### src/rtl/trim_pkg.sv
package trim_pkg;
  typedef enum logic {
    PH_IDLE = 1'b0,
    PH_SEEK = 1'b1
  } phase_e;

  function automatic int safe_clog2(input int v);
    return (v > 1) ? $clog2(v) : 1;
  endfunction
endpackage

### src/rtl/trim_step_timer.sv
module trim_step_timer #(
  parameter int STEP_DIV = 4
) (
  input  logic clk,
  input  logic rst,
  input  logic launch,
  input  logic run,
  output logic tick
);
  localparam int CW = trim_pkg::safe_clog2(STEP_DIV);

  generate
    if (STEP_DIV == 1) begin : g_every
      logic unused_launch;
      assign unused_launch = launch ^ clk ^ rst;
      assign tick = run;
    end else begin : g_count
      logic [CW-1:0] cnt;
      logic          at_end;
      assign at_end = (cnt == CW'(STEP_DIV - 1));
      always_ff @(posedge clk) begin
        if (rst) begin
          cnt <= '0;
        end else if (launch) begin
          cnt <= '0;
        end else if (run) begin
          cnt <= at_end ? '0 : cnt + 1'b1;
        end
      end
      assign tick = run && at_end;
    end
  endgenerate
endmodule

### src/rtl/trim_sar_core.sv
module trim_sar_core
  import trim_pkg::*;
#(
  parameter int CODE_W = 8
) (
  input  logic              clk,
  input  logic              rst,
  input  logic              launch,
  input  logic              tick,
  input  logic              sign_i,
  output logic [CODE_W-1:0] code_o,
  output logic              busy_o,
  output logic              done_o
);
  localparam int MSB = CODE_W - 1;
  localparam logic [CODE_W-1:0] FIRST_TRIAL = CODE_W'(1) << MSB;

  phase_e            phase;
  logic [CODE_W-1:0] trial;
  logic [CODE_W-1:0] trial_nx;
  logic              decide;

  assign trial_nx = trial >> 1;
  assign decide   = (phase == PH_SEEK) && tick;
  assign busy_o   = (phase == PH_SEEK);

  // sequencing: one-hot pointer walks from MSB to LSB
  always_ff @(posedge clk) begin
    if (rst) begin
      phase  <= PH_IDLE;
      trial  <= '0;
      done_o <= 1'b0;
    end else begin
      done_o <= 1'b0;
      if (launch) begin
        phase <= PH_SEEK;
        trial <= FIRST_TRIAL;
      end else if (decide) begin
        trial <= trial_nx;
        if (trial[0]) begin
          phase  <= PH_IDLE;
          done_o <= 1'b1;
        end
      end
    end
  end

  // per-bit slices: decide own bit when pointed at, become trial when next
  generate
    for (genvar i = 0; i < CODE_W; i++) begin : g_bit
      always_ff @(posedge clk) begin
        if (rst) begin
          code_o[i] <= 1'b0;
        end else if (launch) begin
          code_o[i] <= FIRST_TRIAL[i];
        end else if (decide) begin
          if (trial[i]) begin
            code_o[i] <= sign_i;
          end else if (trial_nx[i]) begin
            code_o[i] <= 1'b1;
          end
        end
      end
    end
  endgenerate
endmodule

### src/rtl/trim_repeat_sched.sv
module trim_repeat_sched #(
  parameter int STEP_DIV   = 4,
  parameter int REPEAT_GAP = 8
) (
  input  logic clk,
  input  logic rst,
  input  logic done,
  input  logic busy,
  input  logic ext_start,
  output logic auto_go
);
  localparam int GAP_CYC = REPEAT_GAP * STEP_DIV;

  generate
    if (REPEAT_GAP == 0) begin : g_off
      logic unused_sched;
      assign unused_sched = done ^ busy ^ ext_start ^ clk ^ rst;
      assign auto_go = 1'b0;
    end else begin : g_on
      localparam int GW = trim_pkg::safe_clog2(GAP_CYC + 1);
      logic          armed;
      logic [GW-1:0] cnt;
      logic          expire;
      assign expire = armed && (cnt == GW'(GAP_CYC - 1));
      always_ff @(posedge clk) begin
        if (rst) begin
          armed <= 1'b0;
          cnt   <= '0;
        end else if (done) begin
          armed <= 1'b1;
          cnt   <= '0;
        end else if (busy || ext_start || expire) begin
          armed <= 1'b0;
          cnt   <= '0;
        end else if (armed) begin
          cnt <= cnt + 1'b1;
        end
      end
      assign auto_go = expire && !busy;
    end
  endgenerate
endmodule

### src/rtl/sar_offset_trim.sv
module sar_offset_trim #(
  parameter int CODE_W     = 8,
  parameter int STEP_DIV   = 4,
  parameter int REPEAT_GAP = 8
) (
  input  logic              clk,
  input  logic              rst,
  input  logic              start_i,
  input  logic              sign_i,
  output logic [CODE_W-1:0] code_o,
  output logic              busy_o,
  output logic              done_o
);
  logic auto_go;
  logic launch;
  logic step_tick;

  assign launch = (start_i || auto_go) && !busy_o;

  trim_step_timer #(.STEP_DIV(STEP_DIV)) u_timer (
    .clk    (clk),
    .rst    (rst),
    .launch (launch),
    .run    (busy_o),
    .tick   (step_tick)
  );

  trim_sar_core #(.CODE_W(CODE_W)) u_core (
    .clk    (clk),
    .rst    (rst),
    .launch (launch),
    .tick   (step_tick),
    .sign_i (sign_i),
    .code_o (code_o),
    .busy_o (busy_o),
    .done_o (done_o)
  );

  trim_repeat_sched #(.STEP_DIV(STEP_DIV), .REPEAT_GAP(REPEAT_GAP)) u_sched (
    .clk       (clk),
    .rst       (rst),
    .done      (done_o),
    .busy      (busy_o),
    .ext_start (start_i),
    .auto_go   (auto_go)
  );
endmodule

### config.mk
export PLATFORM = sky130hd
export DESIGN_NAME = sar_offset_trim
export DESIGN_NICKNAME = d
export VERILOG_FILES = /design/src/rtl/trim_pkg.sv /design/src/rtl/trim_step_timer.sv /design/src/rtl/trim_sar_core.sv /design/src/rtl/trim_repeat_sched.sv /design/src/rtl/sar_offset_trim.sv
export SDC_FILE = /design/constraint.sdc
export NUM_CORES = 1
export LEC_CHECK = 0
export ABC_CLOCK_PERIOD_IN_PS = 1900
export BUFFER_PORTS_ARGS = -buffer_cell sky130_fd_sc_hd__buf_2
export CAP_MARGIN = 5
export CORE_ASPECT_RATIO = 1.1
export CORE_MARGIN = 2
export CORE_UTILIZATION = 56
export DETAILED_ROUTE_END_ITERATION = 16
export HOLD_SLACK_MARGIN = 0.02
export PLACE_DENSITY = 0.86
export SLEW_MARGIN = 20
export SYNTH_ARGS = -nofsm -noshare
export SYNTH_HDL_FRONTEND = slang
export SYNTH_HIERARCHICAL = 1
export SYNTH_SLANG_ARGS = --single-unit
export TNS_END_PERCENT = 20
### constraint.sdc
create_clock -name clk -period 1.9 [get_ports clk]
set_input_delay 0.285 -clock clk [delete_from_list [all_inputs] [get_ports clk]]
set_output_delay 0.285 -clock clk [all_outputs]
set_load 0.02 [all_outputs]
==> results of run 1 <==
[per-stage QoR]
step                      worst slack, ns  hold WS (ns)  cells  total power [uW]
final                               0.181         0.212    167               906
after global routing               0.0768         0.193    167               942
after CTS                           0.174         0.204    167               907
after detailed placement            0.209         0.456    163               670
after global placement              0.260         0.451    163               668
after floorplan                     0.178         0.350    124               652
[cell families (layout without fill, tap and decap cells)]
logic type / count (synthesis) / in the layout
simple gates: 28 / 28
buf+inv: 21 / 34
xor+xnor: 4 / 4
flops: 27 / 27
mux: 2 / 2
compound gates: 40 / 40
fa+ha+maj: 2 / 2
[registers in the layout, summed over array words and instances (netlist names)]
register             cells
u_sched/g_on.cnt         6
u_core/trial             8
u_core/done_o            1
u_sched/g_on.armed       1
u_core/busy_o            1
u_core/code_o            8
u_timer/g_count.cnt      2
[where the power goes]
group / total [uW] / internal (uW) / switching (uW)
Clock: 248 / 82.2 / 166
Combinational: 76.6 / 34.1 / 42.4
Sequential: 582 / 573 / 8.12
[area by class of cell]
cell class | instances | area [sq um]
Fill cell | 219 | 822
Multi-Input combinational cell | 76 | 617
Sequential cell | 27 | 541
Timing Repair Buffer | 19 | 123
Inverter | 11 | 41.3
Tap cell | 30 | 37.5
Clock buffer | 4 | 26.3
[synth_stat cells]
library cell / n
a211oi_2: 1
xor2_1: 3
buf_6: 4
o22ai_1: 1
a221oi_2: 7
buf_4: 2
a21oi_1: 10
o21ba_1: 1
dfxtp_1: 27
or4_1: 1
a311o_1: 1
inv_1: 11
and2_1: 1
and3b_1: 1
nand2b_1: 2
a21bo_2: 9
nand2_1: 2
xnor2_1: 1
buf_2: 4
ha_1: 2
o311a_1: 1
nand4_2: 2
o211ai_1: 7
mux2i_1: 2
o21ai_0: 1
o21bai_4: 1
or3b_1: 1
or2_1: 1
or4_4: 1
nor2_1: 6
nor3_1: 2
nand3_1: 8
[metal layers]
layer  part of all wire  vias to the layer above  wire length [um]
met5                  0                        -                 0
met4              0.013                        0                29
met3              0.027                        4                61
met2               0.51                       15              1140
met1               0.45                      439              1020
li1                   -                      475                 -
[how the worst max path moves through the flow]
stage                                    from          endpoint  slack [ns]
after floorplan           u_sched/g_on.cnt[0]  u_core/code_o[0]        0.18
after global placement    u_sched/g_on.cnt[0]  u_core/code_o[7]        0.26
after detailed placement  u_sched/g_on.cnt[0]  u_core/code_o[7]        0.21
after CTS                 u_sched/g_on.cnt[0]  u_core/code_o[2]        0.17
after global routing      u_sched/g_on.cnt[0]  u_core/code_o[3]        0.08
final                     u_sched/g_on.cnt[0]  u_core/code_o[5]        0.18
==> qor.yml, run 1 <==
grt:
  gr-usage-met3: 0.0361
  met2_usage: 0.351
  grt_start_max_net_pins: 27
  globalRoute.totalOverflow: 0
  grt_pass1_vias: 900
  groute.usage.overall: 0.191
  number_of_antenna_violations_at_the_first_check_in_global_routing: 0
  met1_usage: 0.215
  grt_pass1_wl_um: 3870
  globalRoute.busiestLayer: "met2"
synthesis:
  synth_sequential_area_ratio: 0.423
  syn_nets: 130
  yosys-mux-area-fraction: 0.0157
  post_synthesis_adder_cell_area_fraction: 0.0196
  post_synth_main_area_contributors: "dfxtp_1, a221oi_2, a21bo_2"
  post_synthesis_sequential_element_count: 27
  synth_simple_gate_area_share: 0.130
  yosys.area_share.xor_xnor: 0.0274
  synth_compound_area_frac: 0.290
  yosysTopAreaCellShare: 0.423
  synth_top_area_cell: "dfxtp_1"
  synthesis.area_per_instance_sq_um: 10.3
  synth_top_family_by_area: "compound AO/OA/AOI/OAI gates"
  post_synth_num_cell_types: 32
  synth_area_sq_mm: 0.00128
  synth_warnings: 6
  post_synth_inst_count: 124
placed_design:
  buffer_ports.inserted: 13
  hpwl_um: 1630
  postPlaceCellArea_sq_mm: 0.00136
  globalplace.congestion: 0.767
min_path:
  worstHoldStart: "rst"
  worstHoldPathCells: 2
  whs_endpoint: "u_timer/g_count.cnt[0]"
  worst_hold_path_type: "input pin to flop"
route:
  route.detailed.vias_per_inst: 5.59
  postRouteAntennaNets: 0
  avgRoutedWirePerCell_um: 13.5
  detail_route.first_pass.iterations: 4
  detailedRoute.firstIterationViolations: 9
  detailroute.via_count: 933
  wl_um: 2260
  detail_route.drc_violations: 0
timing:
  setup-violations-final: 0
  period_minus_slack_ns: 1.72
  setup_repair_after_global_routing_missed_its_margin: "false"
  sum_neg_setup_slack_ns: 0
  clock_skew_ns: 0.00436
  finalHoldViolations: 0
  layout_worst_path_cycle_share: 0.905
  headroom_to_the_max_slew_limit: 0.677
  worst_pin_slew_ns: 0.484
  timing.final.max_slew_violations: 0
  max_clock_freq_ghz: 0.582
worst_setup_path:
  criticalPathCategory: "flop to flop"
  critical_path.reg2reg.endpoint: "u_core/code_o[5]"
  worst_r2r_path_depth: 7
  timing.critical_path.from_type: "flop"
  worst-path-buf-inv: 1
  cp_slowest_cell: "dfxtp_1"
  worst_r2r_startpoint: "u_sched/g_on.cnt[0]"
  worst_ep_arrival_time_ns: 1.97
  worst_path_largest_cell_delay_ns: 0.37
  r2r_setup_slack_ns: 0.18
  cp.depth: 7
  worst-endpoint-required_ns: 2.15
  highest_net_fanout_along_the_worst_path: 15
  crit_family: "simple AND/OR/NAND/NOR gates"
  crit_path_cell_trace: "ha_1, nand4_2, nor3_1, o21ba_1, or2_1, buf_12, a221oi_2"
  worst_setup_path_end_kind: "flop"
cts:
  clock_latency_at_the_later_pin_of_the_worst_skew_pair_ns: 0.32
  cts_root_buf: "clkbuf_4"
  clkSlewWorstSetupHoldPaths_ns: 0.14
  cts_resized: 0
  post_cts_hold_fix_bufs: 0
  cts_htree_levels: 1
  clockBufferDepth: 2
  clock_sinks: 27
  cts-buffers-inserted: 3
  tritoncts: "built"
  cts.repair_timing.setup_buffer_count: 0
final_layout:
  num-nets-final: 144
  insertedDiodeCount: 0
  most_common_cell_after_layout_fill_and_taps_aside: "dfxtp_1"
  most-common-layout-cells: "dfxtp_1, buf_2, inv_1"
  layout.core_utilization: 0.628
  syn_to_final_growth_pct: 8.32
  final_design_area_no_fill_sq_mm: 0.00139
  drive_above_1_share: 0.314
pwr:
  vdd_drop_max_uv: 542
  pwr_density_cell_mw_per_mm2: 654
  p_leak_uw: 0.000509
floorplanning:
  die_width_um: 49.6
  fp.dieArea_sq_mm: 0.00268
  row_count: 18
  floorplan.die.height_um: 54.1
  initial_utilization: 0.579
  core-area_sq_mm: 0.00221
  num_io_pins: 14
job:
  drv.max_cap_violation_count: 0
status:
  outcome: "completed"
Note: power is estimated with default switching activity, not from simulation.
==> inputs of run 2 (changes only) <==
PLACE_DENSITY = 0.77   (was 0.86)
==> qor.yml, run 2 (synthesis gave the netlist of run 1 again) <==
status:
  outcome: "completed"
route:
  wl_um: 2310  # +2.3%
  wl_met3_um: 54  # -11%
  route.detailed.vias_per_inst: 5.72  # +2.3%
  detail_route.first_pass.iterations: 4  # unchanged
  routed.top_layer: "met4"
  routed_metal_1_wire_length_um: 1050  # +2.2%
  avgRoutedWirePerCell_um: 13.9  # +2.9%
  detailroute.via_count: 949  # +1.7%
  postRouteAntennaNets: 0  # unchanged
  wl_met2_um: 1190  # +4.3%
  detailedRoute.firstIterationViolations: 9  # unchanged
  detail_route.drc_violations: 0  # unchanged
final_layout:
  reg.largest.list: "u_core/code_o (8), u_core/trial (8), u_sched/g_on.cnt (6)"
  most_common_cell_after_layout_fill_and_taps_aside: "dfxtp_1"
  drive_above_1_share: 0.316  # +0.00231
  layout.core_utilization: 0.624  # -0.00340
  insertedDiodeCount: 0  # unchanged
  syn_to_final_growth_pct: 7.73
  most-common-layout-cells: "dfxtp_1, buf_2, inv_1"
  num-nets-final: 143  # -0.69%
cts:
  cts_root_buf: "clkbuf_4"
  clockBufferDepth: 2  # unchanged
  cts.repair_timing.setup_buffer_count: 0  # unchanged
  tritoncts: "built"
  post_cts_hold_fix_bufs: 0  # unchanged
  cts_htree_levels: 1  # unchanged
  cts_resized: 0  # unchanged
  clock_latency_at_the_later_pin_of_the_worst_skew_pair_ns: 0.31  # about the same
  clock_sinks: 27  # unchanged
  clkSlewWorstSetupHoldPaths_ns: 0.14  # about the same
  cts-buffers-inserted: 3  # unchanged
timing:
  layout_worst_path_cycle_share: 0.934  # +0.0289
  clock_skew_ns: 0.00592  # +0.00157 ns
  layout_setup_ws_ns: 0.126  # -0.0550 ns
  setup_repair_after_global_routing_missed_its_margin: "false"
  finalHoldViolations: 0  # unchanged
  sum_neg_setup_slack_ns: 0  # unchanged
  headroom_to_the_max_slew_limit: 0.702  # +0.0249
  period_minus_slack_ns: 1.77  # +0.0550 ns
  max_clock_freq_ghz: 0.564  # -3.1%
  setup-violations-final: 0  # unchanged
  worst_pin_slew_ns: 0.447  # -0.0373 ns
  timing.final.max_slew_violations: 0  # unchanged
placed_design:
  globalplace.congestion: 0.749  # -2.3%
  buffer_ports.inserted: 13  # unchanged
  hpwl_um: 1670  # +2.4%
  placement.setup.worst_slack_ns: 0.118  # -0.0914 ns
grt:
  globalRoute.totalOverflow: 0  # unchanged
  grt_pass1_vias: 879  # -2.3%
  grt_start_max_net_pins: 25  # -7.4%
  grt_pass1_wl_um: 3770  # -2.7%
  groute.usage.overall: 0.185  # -0.00599
  number_of_antenna_violations_at_the_first_check_in_global_routing: 0  # unchanged
floorplanning:
  initial_utilization: 0.579  # unchanged
  floorplan.die.height_um: 54.1  # unchanged
  row_count: 18  # unchanged
  fp.dieArea_sq_mm: 0.00268  # unchanged
  num_io_pins: 14  # unchanged
  core-area_sq_mm: 0.00221  # unchanged
  die_width_um: 49.6  # unchanged
pwr:
  vdd_drop_max_uv: 398  # -27%
  p_leak_uw: 0.000500  # -1.9%
  pwr_density_cell_mw_per_mm2: 653  # -0.21%
worst_setup_path:
  worst_r2r_startpoint: "u_sched/g_on.cnt[0]"
  worst-endpoint-required_ns: 2.13  # -0.02 ns
  timing.critical_path.from_type: "flop"
  critical_path.reg2reg.endpoint: "u_core/code_o[5]"
  criticalPathCategory: "flop to flop"
  crit_path_end: "u_core/code_o[5]"
  r2r_setup_slack_ns: 0.13  # -0.05 ns
  worst_ep_arrival_time_ns: 2.01  # +0.04 ns
  worst_setup_path_end_kind: "flop"
  crit_start: "u_sched/g_on.cnt[0]"
  highest_net_fanout_along_the_worst_path: 15  # unchanged
  worst_r2r_path_depth: 7  # unchanged
min_path:
  worst_hold_path_type: "input pin to flop"
  worstHoldPathCells: 2  # unchanged
job:
  drv.max_cap_violation_count: 0  # unchanged
run 2: cell types whose count changed in the layout (fill, tap and decap cells not counted), sizes merged:
cell / previous run / this run
buf: 19 / 18
run 2: layout make-up:
type | instances | area [sq um]
clock buffers | 4 | 26.3
fillers | 201 | 830
inverters | 11 | 41.3
multi-input cells | 76 | 617
flip-flops and latches | 27 | 541
well taps | 30 | 37.5
repair buffers | 18 | 115
run 2: how the worst min path moves through the flow:
stage / from / end / slack (ns)
5_1_grt: sign_i / u_core/code_o[7] / 0.21
3_3_place_gp: u_core/code_o[3] / u_core/code_o[3] / 0.45
4_1_cts: sign_i / u_core/code_o[7] / 0.22
6_report: sign_i / u_core/code_o[7] / 0.23
3_5_place_dp: u_core/code_o[4] / u_core/code_o[4] / 0.46
2_1_floorplan: rst / u_timer/g_count.cnt[0] / 0.35
run 2: per-layer routing:
metal / global-route usage / vias to the layer above
li1: - / 467
met1: 0.215 / 466
met2: 0.351 / 14
met3: 0.0250 / 2
met4: 0.0694 / 0
met5: 0 / -
run 2: power breakdown:
| group | leakage (uW) | switching (uW) | internal, uW |
|---|---|---|---|
| combinational | 0.000266 | 44.5 | 34.9 |
| clock | 0.0000150 | 158 | 81.9 |
| sequential | 0.000218 | 6.87 | 573 |
| total | 0.000500 | 209 | 690 |
run 2: stage by stage:
step	hold slack, ns	instances	cell area (sq um)	total power [uW]
after global placement	0.452	162	1350	668
final	0.227	166	1380	899
after floorplan	0.350	124	1280	652
after global routing	0.208	166	1380	938
after CTS	0.220	166	1380	907
after detailed placement	0.461	162	1350	672
run 2: worst max-delay path, cell delays in order (launching register included):
cell and delay [ns]:
dfxtp_1 0.38, ha_1 0.25, nand4_2 0.15, nor3_1 0.07, o21ba_2 0.26, or2_1 0.27, buf_12 0.16, a221oi_2 0.17
==> inputs of run 3 (changes only) <==
==> constraint.sdc (replaced) <==
create_clock -name clk -period 1.9 [get_ports clk]
set_input_delay 0.095 -clock clk [delete_from_list [all_inputs] [get_ports clk]]
set_output_delay 0.095 -clock clk [all_outputs]
set_load 0.02 [all_outputs]
==> qor.yml, run 3 (synthesis gave the netlist of run 1 again) <==
timing:
  worst_pin_slew_ns: 0.451  # +0.00402 ns
  finalHoldViolations: 0  # unchanged
  layout_worst_path_cycle_share: 0.938  # +0.00472
  sum_neg_setup_slack_ns: 0  # unchanged
  setup_repair_after_global_routing_missed_its_margin: "false"
  clock_skew_ns: 0.000548  # -0.00538 ns
  setup-violations-final: 0  # unchanged
  headroom_to_the_max_slew_limit: 0.699  # -0.00268
  layout_setup_ws_ns: 0.117  # -0.00897 ns
  max_clock_freq_ghz: 0.561  # -0.50%
  period_minus_slack_ns: 1.78  # +0.00897 ns
  timing.final.max_slew_violations: 0  # unchanged
status:
  outcome: "completed"
route:
  route.detailed.vias_per_inst: 5.76  # +0.76%
  avgRoutedWirePerCell_um: 13.8  # -0.38%
  detail_route.drc_violations: 0  # unchanged
  postRouteAntennaNets: 0  # unchanged
  detailedRoute.firstIterationViolations: 9  # unchanged
  detail_route.first_pass.iterations: 4  # unchanged
  detailroute.via_count: 962  # +1.4%
  wl_um: 2310  # +0.22%
cts:
  cts_root_buf: "clkbuf_4"
  tritoncts: "built"
  cts-buffers-inserted: 3  # unchanged
  cts.repair_timing.setup_buffer_count: 0  # unchanged
  cts_htree_levels: 1  # unchanged
  clockBufferDepth: 2  # unchanged
  clock_latency_at_the_later_pin_of_the_worst_skew_pair_ns: 0.31  # about the same
  clock_sinks: 27  # unchanged
  clkSlewWorstSetupHoldPaths_ns: 0.14  # about the same
worst_setup_path:
  crit_path_cell_trace: "ha_1, nand4_2, nor3_1, o21ba_2, or2_1, buf_12, a221oi_2"
  crit_family: "simple AND/OR/NAND/NOR gates"
  highest_net_fanout_along_the_worst_path: 15  # unchanged
  cp_slowest_cell: "dfxtp_1"
  worst_r2r_startpoint: "u_sched/g_on.cnt[0]"
  worst_path_largest_cell_delay_ns: 0.37  # about the same
  worst-path-buf-inv: 1  # unchanged
  timing.critical_path.from_type: "flop"
  crit_start: "u_sched/g_on.cnt[0]"
  criticalPathCategory: "flop to flop"
  worst_setup_path_end_kind: "flop"
  worst_ep_arrival_time_ns: 2.02  # about the same
  worst-endpoint-required_ns: 2.13  # about the same
  r2r_setup_slack_ns: 0.12  # about the same
floorplanning:
  floorplan.die.height_um: 54.1  # unchanged
  num_io_pins: 14  # unchanged
  die_width_um: 49.6  # unchanged
  fp.dieArea_sq_mm: 0.00268  # unchanged
  initial_utilization: 0.579  # unchanged
  row_count: 18  # unchanged
  core-area_sq_mm: 0.00221  # unchanged
min_path:
  worstHoldStart: "rst"
  worst_hold_path_type: "input pin to flop"
final_layout:
  insertedDiodeCount: 0  # unchanged
  drive_above_1_share: 0.314  # -0.00231
  most-common-layout-cells: "dfxtp_1, buf_2, inv_1"
  most_common_cell_after_layout_fill_and_taps_aside: "dfxtp_1"
  syn_to_final_growth_pct: 8.51
  reg.largest.list: "u_core/code_o (8), u_core/trial (8), u_sched/g_on.cnt (6)"
  num-nets-final: 144  # +0.70%
  fillerInstances: 201  # unchanged
grt:
  grt_pass1_wl_um: 3770  # unchanged
  grt_pass1_vias: 879  # unchanged
  number_of_antenna_violations_at_the_first_check_in_global_routing: 0  # unchanged
  grt_start_max_net_pins: 25  # unchanged
  globalRoute.totalOverflow: 0  # unchanged
  groute.usage.overall: 0.185  # unchanged
pwr:
  p_leak_uw: 0.000504  # +0.84%
  pwr_density_cell_mw_per_mm2: 649  # -0.60%
  vdd_drop_max_uv: 393  # -1.2%
placed_design:
  placement.setup.worst_slack_ns: 0.118  # unchanged
  globalplace.congestion: 0.749  # unchanged
  buffer_ports.inserted: 13  # unchanged
  hpwl_um: 1670  # unchanged
job:
  drv.max_cap_violation_count: 0  # unchanged
## run 3: final timing paths
check	endpoint	depth (start not counted)
worst min-delay path	u_timer/g_count.cnt[0]	2
worst min register to register	u_core/code_o[4]	2
worst max-delay path	u_core/code_o[6]	7
worst max register to register	u_core/code_o[6]	7
## run 3: layer usage
metal	GRT usage	wire length [um]	vias to the layer above
met4	0.0694	15	0
met1	0.215	1020	476
met5	0	0	-
li1	-	-	470
met2	0.351	1200	14
met3	0.0250	74	2
## run 3: per-stage QoR
step	util	instance area [sq um]	std cells	power, uW	hold slack (ns)
final	0.629	1390	167	900	0.0425
after global routing	0.629	1390	167	939	0.0395
after CTS	0.624	1380	166	907	0.0304
after detailed placement	0.612	1350	162	672	0.367
after global placement	0.612	1350	162	668	0.366
after floorplan	-	1280	124	652	0.160
## run 3: layout make-up
class                           count  area [sq um]  share of cell area
Multi-Input combinational cell     76           617               0.445
Sequential cell                    27           541               0.390
Timing Repair Buffer               19           125              0.0902
Inverter                           11          41.3              0.0298
Tap cell                           30          37.5              0.0271
Clock buffer                        4          26.3              0.0189
## run 3: timing repair
action,CTS,global route
gates resized for setup,0,1
setup endpoints to repair,0,15
endpoints found under the hold margin,0,1
hold buffers,0,1
## run 3: report_power, final
part	switching (uW)	internal (uW)	total [uW]
logic	44.6	36.2	80.8
registers	6.93	573	580
clock network	157	81.9	239
total	209	691	900
